File: src/rtl/mparb_pkg.sv
package mparb_pkg;
  typedef enum logic {
    ENG_IDLE = 1'b0,
    ENG_RUN  = 1'b1
  } eng_state_e;
endpackage

File: src/rtl/mparb_fifo.sv
module mparb_fifo #(
  parameter int WIDTH = 8,
  parameter int DEPTH = 4
) (
  input  logic                         clk,
  input  logic                         rst_n,
  input  logic                         push,
  input  logic                         pop,
  input  logic [WIDTH-1:0]             wdata,
  output logic [WIDTH-1:0]             rdata,
  output logic [$clog2(DEPTH+1)-1:0]   count
);
  localparam int PTR_W = (DEPTH > 1) ? $clog2(DEPTH) : 1;
  localparam int CNT_W = $clog2(DEPTH + 1);

  logic [WIDTH-1:0] store [DEPTH];
  logic [PTR_W-1:0] wp_q, wp_d, rp_q, rp_d;
  logic [CNT_W-1:0] cnt_q, cnt_d;
  logic             is_full, is_empty, do_push, do_pop;

  always_comb begin
    is_full  = (cnt_q == CNT_W'(DEPTH));
    is_empty = (cnt_q == '0);
    do_push  = push && !is_full;
    do_pop   = pop && !is_empty;
    wp_d  = wp_q;
    rp_d  = rp_q;
    cnt_d = cnt_q;
    if (do_push) wp_d = (wp_q == PTR_W'(DEPTH - 1)) ? '0 : wp_q + 1'b1;
    if (do_pop)  rp_d = (rp_q == PTR_W'(DEPTH - 1)) ? '0 : rp_q + 1'b1;
    if (do_push && !do_pop)      cnt_d = cnt_q + 1'b1;
    else if (do_pop && !do_push) cnt_d = cnt_q - 1'b1;
  end

  always_ff @(posedge clk or negedge rst_n) begin
    if (!rst_n) begin
      wp_q  <= '0;
      rp_q  <= '0;
      cnt_q <= '0;
    end else begin
      wp_q  <= wp_d;
      rp_q  <= rp_d;
      cnt_q <= cnt_d;
    end
  end

  always_ff @(posedge clk) begin
    if (do_push) store[wp_q] <= wdata;
  end

  assign rdata = store[rp_q];
  assign count = cnt_q;


  fifo_full_hold_chk: assert property (@(posedge clk) disable iff (!rst_n)
    (push && is_full && !pop) |=> (cnt_q == CNT_W'(DEPTH)));
endmodule

File: src/rtl/mparb_rr.sv
module mparb_rr #(
  parameter int N = 3
) (
  input  logic                 clk,
  input  logic                 rst_n,
  input  logic [N-1:0]         req,
  input  logic                 take,
  output logic [N-1:0]         grant,
  output logic [$clog2(N)-1:0] grant_idx
);
  localparam int IW = $clog2(N);

  logic [IW-1:0] last_q, last_d;
  logic          hit;
  int            cand;

  always_comb begin
    grant     = '0;
    grant_idx = last_q;
    hit       = 1'b0;
    cand      = 0;
    for (int k = 1; k <= N; k++) begin
      cand = (int'(last_q) + k) % N;
      if (!hit && req[cand]) begin
        grant[cand] = 1'b1;
        grant_idx   = IW'(cand);
        hit         = 1'b1;
      end
    end
    last_d = (take && hit) ? grant_idx : last_q;
  end

  always_ff @(posedge clk or negedge rst_n) begin
    if (!rst_n) last_q <= IW'(N - 1);
    else        last_q <= last_d;
  end


  rr_onehot_chk: assert property (@(posedge clk) disable iff (!rst_n)
    $onehot0(grant));

  rr_moves_chk: assert property (@(posedge clk) disable iff (!rst_n)
    (take && (req != '0) && !req[last_q]) |=> (last_q != $past(last_q)));
endmodule

File: src/rtl/mparb_engine.sv
module mparb_engine
  import mparb_pkg::*;
#(
  parameter int AW = 16,
  parameter int LW = 4,
  parameter int PW = 2
) (
  input  logic          clk,
  input  logic          rst_n,
  input  logic          start,
  input  logic          start_we,
  input  logic [AW-1:0] start_addr,
  input  logic [LW-1:0] start_len,
  input  logic [PW-1:0] start_port,
  input  logic          mem_ready,
  input  logic          mem_rvalid,
  output logic          busy,
  output logic          mem_req,
  output logic          mem_we,
  output logic [AW-1:0] mem_addr,
  output logic [PW-1:0] port,
  output logic          wdata_pop,
  output logic          rdata_push
);
  localparam int CW = LW + 1;

  eng_state_e    state_q, state_d;
  logic          we_q, we_d;
  logic [AW-1:0] base_q, base_d;
  logic [CW-1:0] words_q, words_d, iss_q, iss_d, rsp_q, rsp_d;
  logic [PW-1:0] port_q, port_d;
  logic          accept, last_w, last_r;

  always_comb begin
    mem_req    = (state_q == ENG_RUN) && (iss_q != words_q);
    accept     = mem_req && mem_ready;
    wdata_pop  = accept && we_q;
    rdata_push = (state_q == ENG_RUN) && !we_q && mem_rvalid;
    last_w     = wdata_pop && (iss_q == words_q - 1'b1);
    last_r     = rdata_push && (rsp_q == words_q - 1'b1);

    state_d = state_q;
    we_d    = we_q;
    base_d  = base_q;
    words_d = words_q;
    iss_d   = iss_q;
    rsp_d   = rsp_q;
    port_d  = port_q;
    case (state_q)
      ENG_IDLE: begin
        if (start) begin
          state_d = ENG_RUN;
          we_d    = start_we;
          base_d  = start_addr;
          words_d = CW'(start_len) + 1'b1;
          iss_d   = '0;
          rsp_d   = '0;
          port_d  = start_port;
        end
      end
      default: begin
        if (accept)     iss_d = iss_q + 1'b1;
        if (rdata_push) rsp_d = rsp_q + 1'b1;
        if (last_w || last_r) state_d = ENG_IDLE;
      end
    endcase
  end

  always_ff @(posedge clk or negedge rst_n) begin
    if (!rst_n) begin
      state_q <= ENG_IDLE;
      we_q    <= 1'b0;
      base_q  <= '0;
      words_q <= '0;
      iss_q   <= '0;
      rsp_q   <= '0;
      port_q  <= '0;
    end else begin
      state_q <= state_d;
      we_q    <= we_d;
      base_q  <= base_d;
      words_q <= words_d;
      iss_q   <= iss_d;
      rsp_q   <= rsp_d;
      port_q  <= port_d;
    end
  end

  assign busy     = (state_q == ENG_RUN);
  assign mem_we   = we_q;
  assign mem_addr = base_q + AW'(iss_q);
  assign port     = port_q;


  req_hold_chk: assert property (@(posedge clk) disable iff (!rst_n)
    (mem_req && !mem_ready) |=> (mem_req && $stable(mem_addr) && $stable(mem_we)));

  no_restart_chk: assert property (@(posedge clk) disable iff (!rst_n)
    start |-> (state_q == ENG_IDLE));

  rsp_bound_chk: assert property (@(posedge clk) disable iff (!rst_n)
    rdata_push |-> (rsp_q < iss_q));
endmodule

File: src/rtl/mparb_top.sv
module mparb_top #(
  parameter int NPORTS     = 3,
  parameter int ADDR_W     = 16,
  parameter int DATA_W     = 32,
  parameter int LEN_W      = 4,
  parameter int CMD_DEPTH  = 4,
  parameter int DATA_DEPTH = 16
) (
  input  logic                       clk,
  input  logic                       rst_n,
  input  logic [NPORTS-1:0]          cmd_push,
  input  logic [NPORTS-1:0]          cmd_write,
  input  logic [NPORTS*ADDR_W-1:0]   cmd_addr,
  input  logic [NPORTS*LEN_W-1:0]    cmd_len,
  output logic [NPORTS-1:0]          cmd_full,
  output logic [NPORTS-1:0]          cmd_empty,
  output logic [NPORTS-1:0]          cmd_ovf,
  input  logic [NPORTS-1:0]          wr_push,
  input  logic [NPORTS*DATA_W-1:0]   wr_data,
  output logic [NPORTS-1:0]          wr_full,
  input  logic [NPORTS-1:0]          rd_pop,
  output logic [NPORTS*DATA_W-1:0]   rd_data,
  output logic [NPORTS-1:0]          rd_empty,
  output logic                       mem_req,
  output logic                       mem_we,
  output logic [ADDR_W-1:0]          mem_addr,
  output logic [DATA_W-1:0]          mem_wdata,
  input  logic                       mem_ready,
  input  logic                       mem_rvalid,
  input  logic [DATA_W-1:0]          mem_rdata
);
  localparam int CMDW  = 1 + ADDR_W + LEN_W;
  localparam int PW    = $clog2(NPORTS);
  localparam int CCW   = $clog2(CMD_DEPTH + 1);
  localparam int DCW   = $clog2(DATA_DEPTH + 1);

  logic rst_meta, rst_s;
  always_ff @(posedge clk or negedge rst_n) begin
    if (!rst_n) begin
      rst_meta <= 1'b0;
      rst_s    <= 1'b0;
    end else begin
      rst_meta <= 1'b1;
      rst_s    <= rst_meta;
    end
  end

  logic [CMDW-1:0]   head     [NPORTS];
  logic [DATA_W-1:0] wr_head  [NPORTS];
  logic [CCW-1:0]    cmd_cnt  [NPORTS];
  logic [DCW-1:0]    wr_cnt   [NPORTS];
  logic [DCW-1:0]    rd_cnt   [NPORTS];
  logic [NPORTS-1:0] elig, cmd_pop_v, wr_pop_v, rd_push_v, rd_full_v, wr_empty_v;
  logic [NPORTS-1:0] ovf_q, ovf_d, arb_req, grant;
  logic [PW-1:0]     grant_idx, eng_port;
  logic              eng_busy, take, eng_pop, eng_push;

  for (genvar i = 0; i < NPORTS; i++) begin : g_port
    logic          h_we;
    logic [31:0]   need;

    mparb_fifo #(.WIDTH(CMDW), .DEPTH(CMD_DEPTH)) u_cmd (
      .clk(clk), .rst_n(rst_s), .push(cmd_push[i]), .pop(cmd_pop_v[i]),
      .wdata({cmd_write[i], cmd_addr[i*ADDR_W +: ADDR_W], cmd_len[i*LEN_W +: LEN_W]}),
      .rdata(head[i]), .count(cmd_cnt[i]));

    mparb_fifo #(.WIDTH(DATA_W), .DEPTH(DATA_DEPTH)) u_wr (
      .clk(clk), .rst_n(rst_s), .push(wr_push[i]), .pop(wr_pop_v[i]),
      .wdata(wr_data[i*DATA_W +: DATA_W]), .rdata(wr_head[i]), .count(wr_cnt[i]));

    mparb_fifo #(.WIDTH(DATA_W), .DEPTH(DATA_DEPTH)) u_rd (
      .clk(clk), .rst_n(rst_s), .push(rd_push_v[i]), .pop(rd_pop[i]),
      .wdata(mem_rdata), .rdata(rd_data[i*DATA_W +: DATA_W]), .count(rd_cnt[i]));

    always_comb begin
      cmd_full[i]   = (cmd_cnt[i] == CCW'(CMD_DEPTH));
      cmd_empty[i]  = (cmd_cnt[i] == '0);
      wr_full[i]    = (wr_cnt[i] == DCW'(DATA_DEPTH));
      wr_empty_v[i] = (wr_cnt[i] == '0);
      rd_full_v[i]  = (rd_cnt[i] == DCW'(DATA_DEPTH));
      rd_empty[i]   = (rd_cnt[i] == '0);
      h_we          = head[i][CMDW-1];
      need          = 32'(head[i][LEN_W-1:0]) + 32'd1;
      if (cmd_empty[i])  elig[i] = 1'b0;
      else if (h_we)     elig[i] = (32'(wr_cnt[i]) >= need);
      else               elig[i] = ((32'(DATA_DEPTH) - 32'(rd_cnt[i])) >= need);
      cmd_pop_v[i] = take && grant[i];
      wr_pop_v[i]  = eng_pop && (eng_port == PW'(i));
      rd_push_v[i] = eng_push && (eng_port == PW'(i));
      ovf_d[i]     = ovf_q[i] | (cmd_push[i] & cmd_full[i]);
    end


    rd_room_chk: assert property (@(posedge clk) disable iff (!rst_s)
      rd_push_v[i] |-> !rd_full_v[i]);

    wr_avail_chk: assert property (@(posedge clk) disable iff (!rst_s)
      wr_pop_v[i] |-> !wr_empty_v[i]);

    ovf_set_chk: assert property (@(posedge clk) disable iff (!rst_s)
      (cmd_push[i] && cmd_full[i]) |=> cmd_ovf[i]);

    ovf_sticky_chk: assert property (@(posedge clk) disable iff (!rst_s)
      cmd_ovf[i] |=> cmd_ovf[i]);
  end

  always_ff @(posedge clk or negedge rst_s) begin
    if (!rst_s) ovf_q <= '0;
    else        ovf_q <= ovf_d;
  end
  assign cmd_ovf = ovf_q;

  assign arb_req = eng_busy ? '0 : elig;
  assign take    = !eng_busy && (elig != '0);

  mparb_rr #(.N(NPORTS)) u_arb (
    .clk(clk), .rst_n(rst_s), .req(arb_req), .take(take),
    .grant(grant), .grant_idx(grant_idx));

  mparb_engine #(.AW(ADDR_W), .LW(LEN_W), .PW(PW)) u_eng (
    .clk(clk), .rst_n(rst_s), .start(take),
    .start_we(head[grant_idx][CMDW-1]),
    .start_addr(head[grant_idx][LEN_W +: ADDR_W]),
    .start_len(head[grant_idx][LEN_W-1:0]),
    .start_port(grant_idx),
    .mem_ready(mem_ready), .mem_rvalid(mem_rvalid),
    .busy(eng_busy), .mem_req(mem_req), .mem_we(mem_we), .mem_addr(mem_addr),
    .port(eng_port), .wdata_pop(eng_pop), .rdata_push(eng_push));

  assign mem_wdata = wr_head[eng_port];


  single_pop_chk: assert property (@(posedge clk) disable iff (!rst_s)
    $onehot0(cmd_pop_v) && (!eng_busy || (cmd_pop_v == '0)));
endmodule

File: config.mk
export PLATFORM = sky130hd
export DESIGN_NAME = mparb_top
export DESIGN_NICKNAME = d
export VERILOG_FILES = /design/src/rtl/mparb_pkg.sv /design/src/rtl/mparb_fifo.sv /design/src/rtl/mparb_rr.sv /design/src/rtl/mparb_engine.sv /design/src/rtl/mparb_top.sv
export SDC_FILE = /design/constraint.sdc
export NUM_CORES = 2
export LEC_CHECK = 0
export BUFFER_PORTS_ARGS = -buffer_cell sky130_fd_sc_hd__buf_2
export CORE_ASPECT_RATIO = 1.75
export CORE_UTILIZATION = 45
export CTS_CLUSTER_SIZE = 28
export DETAILED_ROUTE_END_ITERATION = 8
export GPL_ROUTABILITY_DRIVEN = 0
export SYNTH_ARGS = -nofsm -noshare
export SYNTH_HDL_FRONTEND = slang
export SYNTH_SLANG_ARGS = --single-unit
File: constraint.sdc
create_clock -name clk -period 4.9 [get_ports clk]
set_input_delay 0.735 -clock clk [delete_from_list [all_inputs] [get_ports clk]]
set_output_delay 0.735 -clock clk [all_outputs]
set_load 0.02 [all_outputs]
==> impl_metrics.yaml <==
sta:
  post-route-worst-setup-slack_ns: 0.1254
  report.final.hold_viol_count: 0
  timing.final.crit_share: 0.9744
  min_period_ns: 4.775
  rsz0062_at_grt: "false"
  worst_hold_slack_ns: 0.08912
  timing.clock.skew_ns: 0.05232
  max_slew.worst_pin.slew_ns: 1.185
  finalSetupTns_ns: 0
  max_slew_margin: 0.2103
  final-max-slew-violation-count: 0
  total_of_endpoints_with_negative_setup_slack_in_the_final_report: 0
  max_freq_ghz: 0.2094
synthesis:
  postSynthCellCount: 5895
  synth-seq-cells: 3465
  synth.net_count: 6230
  ys_warn_count: 0
  ys_types: 73
  average_instance_area_after_synthesis_um2: 22.90
  synth.cell_area_um2: 135000
  dominantRegCellSynth: "sky130_fd_sc_hd__edfxtp_1"
  seq_area_frac_synth: 0.7655
  ys_async_sr_fraction: 0.04069
  synth_edf_count: 3324
power_and_ir_drop:
  leakagePower_nw: 49.27
  power_per_cell_area_nw_per_um2: 572.4
  ir_drop_v: 0.0005150
grt:
  gr-total-overflow: 0
  grt_first_pass_wirelength_um: 474600
  initial_antenna_violation_count: 69
  pin_count_of_the_biggest_net_entering_global_routing: 76
  grt_pass1_vias: 66250
  grt_total_usage: 0.2196
critical_path:
  cp_common_cell: "sky130_fd_sc_hd__ha_1"
  critical-path-max-stage-delay_ns: 0.54
  worst_ep_arrival_time_ns: 5.52
  worstPathBufferInverterCount: 2
  critPathKind: "flip-flop to flip-flop"
  worst-endpoint-required_ns: 5.65
  cp-startpoint: "g_port[0].u_cmd.rp_q[0]"
  cpLargestDelayFamily: "adder cells"
  worst_path_max_delay_cell: "sky130_fd_sc_hd__mux4_2"
  timing.critical_path.cells: "mux4_2 > ha_1 > inv_1 > ha_1 > a21oi_2 > o21bai_1 > a2111oi_4 > nor3_1 > or2_2 > o211ai_2 > a221oi_2 > or3_4 > ha_1 > inv_1 > fa_1 > mux2_2"
  setup.worst_path.end_class: "flip-flop"
  critical_path.startpoint_type: "flip-flop"
  regToRegStartpoint: "g_port[0].u_cmd.rp_q[0]"
  path_max_fanout: 4
die:
  core_area_um2: 298100
  num_rows: 265
  die_y_um: 726.6
  io_pins: 365
  die_area_um2: 302300
  initial_utilization: 0.4529
  fp.dieW_um: 416.0
finish:
  post_route_cells_drive_above_1_share: 0.3324
  fin_nets: 6872
  layout_common_cells: "sky130_fd_sc_hd__edfxtp_1 (3324), sky130_fd_sc_hd__mux4_2 (1022), sky130_fd_sc_hd__buf_2 (364), sky130_fd_sc_hd__clkbuf_16 (334), sky130_fd_sc_hd__buf_4 (206)"
  finish.instance_area_um2: 154100
  final_common_cell: "sky130_fd_sc_hd__edfxtp_1"
  area_delta_synth_final_pct: 14.12
route:
  tritonroute_pass_1_iters: 5
  post-route-drc-count: 0
  totalWireLength_um: 331900
  route.vias.total: 62100
  drtIter0Drc: 4875
  avg_wl_per_cell_um: 31.07
  drtAntennaViolNets: 0
  post_drt_via_cell_ratio: 5.813
placement:
  half_perimeter_wire_length_of_the_detailed_placement_result_um: 205400
  port-buffer-count: 364
  dp_slack_ns: 0.008506
  post_placement_cell_area_um2: 143600
clocking:
  clkLatencyLatePin_ns: 0.88
  cts_htree_levels: 5
  numCtsBuffers: 317
  cts_tree: "built"
  clk_pin_slew_worst_paths_ns: 0.07
  cts.path.max_buffers: 4
  clock-sinks: 3465
  root_buffer: "sky130_fd_sc_hd__clkbuf_16"
status:
  run_status: "finished, final reports clean"
worst_hold_path:
  worstHoldStart: "cmd_len[6]"
  min_path_type: "input port to flip-flop"
run:
  drv_cap: 0
## final cells by class
cell class | count | area, um^2
Fill cell | 23000 | 144000
Clock buffer | 407 | 8712
Tap cell | 3871 | 4843
Inverter | 104 | 392.9
Antenna cell | 26 | 65.06
Multi-Input combinational cell | 2007 | 30700
Sequential cell | 3465 | 103400
Clock inverter | 161 | 1343
Timing Repair Buffer | 642 | 4587
## flip-flops by register name, indices dropped and copies added (netlist names), 15 cells and up
signal	cells
g_port.u_rd.store	1536
g_port.u_wr.store	1536
g_port.u_cmd.store	252
u_eng.base_q	16
g_port.u_rd.count	15
g_port.u_wr.count	15
## through the flow
| step | power (mW) | std cells | utilization |
|---|---|---|---|
| 4_1_cts | 89.43 | 10650 | 0.5164 |
| 6_report | 88.18 | 10680 | 0.5168 |
| 2_1_floorplan | 54.83 | 5895 | - |
| 5_1_grt | 91.73 | 10680 | 0.5168 |
| 3_3_place_gp | 64.54 | 10060 | 0.4818 |
| 3_5_place_dp | 64.99 | 10060 | 0.4818 |
## power by group
group | leakage (nW) | internal (mW) | switching [mW]
logic | 12.7 | 12.1 | 14.7
registers | 31.7 | 34.9 | 2.17
clock network | 4.89 | 13.6 | 10.8
## per-layer routing
metal,wire [um],GRT usage,vias to the layer above
met2,187800,0.4164,1637
li1,-,-,26100
met4,12780,0.08498,54
met1,114500,0.2413,33720
met5,341,0,-
met3,16430,0.03775,584
## what timing repair did
action / in CTS / in global routing
buffers inserted: 2 / 3
pin swaps: 0 / 3
gates cloned: 0 / 0
hold endpoints to repair: 79 / 0
hold buffers: 23 / 0
setup endpoints to repair: 5 / 11
gates resized for setup: 1 / 10
## final timing paths
kind | cells past startpoint | to | slack (ns)
max in group asynchronous | 1 | g_port[0].u_wr.rp_q[1] | 3.47
hold / removal | 1 | g_port[1].u_cmd.store[0][2] | 0.09
setup / recovery | 16 | g_port[0].u_cmd.count[1] | 0.13
setup reg to reg | 16 | g_port[0].u_cmd.count[1] | 0.13
min in group asynchronous | 2 | rst_meta | 0.17
hold reg to reg | 0 | u_eng.iss_q[4] | 0.23
## cell usage after synthesis (3+ instances only)
library cell | count | area [um^2]
sky130_fd_sc_hd__edfxtp_1 | 3324 | 99820
sky130_fd_sc_hd__mux4_2 | 1022 | 23020
sky130_fd_sc_hd__clkbuf_1 | 193 | 724.4
sky130_fd_sc_hd__nand2_1 | 142 | 533.0
sky130_fd_sc_hd__dfrtp_1 | 140 | 3503
sky130_fd_sc_hd__ha_1 | 121 | 1514
sky130_fd_sc_hd__nor2_1 | 110 | 412.9
sky130_fd_sc_hd__inv_1 | 103 | 386.6
sky130_fd_sc_hd__buf_1 | 102 | 382.9
sky130_fd_sc_hd__xnor2_1 | 61 | 534.3
sky130_fd_sc_hd__o21ai_0 | 55 | 275.3
sky130_fd_sc_hd__a21oi_1 | 53 | 265.3
sky130_fd_sc_hd__a21o_1 | 52 | 390.4
sky130_fd_sc_hd__nor3_1 | 49 | 245.2
sky130_fd_sc_hd__xor2_1 | 40 | 350.3
sky130_fd_sc_hd__mux2i_1 | 38 | 380.4
sky130_fd_sc_hd__o22ai_1 | 33 | 206.5
sky130_fd_sc_hd__nand3_1 | 31 | 155.2
sky130_fd_sc_hd__nand2b_1 | 26 | 162.7
sky130_fd_sc_hd__a311oi_1 | 22 | 192.7
sky130_fd_sc_hd__and2_1 | 17 | 106.4
sky130_fd_sc_hd__mux2_2 | 17 | 191.4
sky130_fd_sc_hd__nand4_1 | 15 | 93.84
sky130_fd_sc_hd__buf_4 | 14 | 105.1
sky130_fd_sc_hd__nor2b_1 | 12 | 75.07
sky130_fd_sc_hd__fa_1 | 10 | 200.2
sky130_fd_sc_hd__a22o_1 | 7 | 61.31
sky130_fd_sc_hd__nor3b_1 | 7 | 52.55
sky130_fd_sc_hd__a211oi_1 | 6 | 45.04
sky130_fd_sc_hd__buf_2 | 6 | 30.03
sky130_fd_sc_hd__nor4_1 | 6 | 37.54
sky130_fd_sc_hd__buf_6 | 4 | 45.04
sky130_fd_sc_hd__and3_1 | 3 | 18.77
sky130_fd_sc_hd__nand3b_1 | 3 | 22.52
sky130_fd_sc_hd__o211ai_2 | 3 | 37.54
sky130_fd_sc_hd__o21bai_1 | 3 | 22.52
sky130_fd_sc_hd__or2_2 | 3 | 18.77
sky130_fd_sc_hd__or3_1 | 3 | 18.77
## cell families after synthesis
| logic type | after synthesis | synth area share |
|---|---|---|
| other cells | 1 | 0.00002778 |
| xor+xnor | 101 | 0.006552 |
| buf+inv | 423 | 0.01245 |
| compound gates | 259 | 0.01279 |
| flops | 3465 | 0.7655 |
| mux | 1078 | 0.1748 |
| simple gates | 434 | 0.01492 |
| fa+ha+maj | 134 | 0.01293 |
No activity file was read; power rests on OpenSTA's default activity.
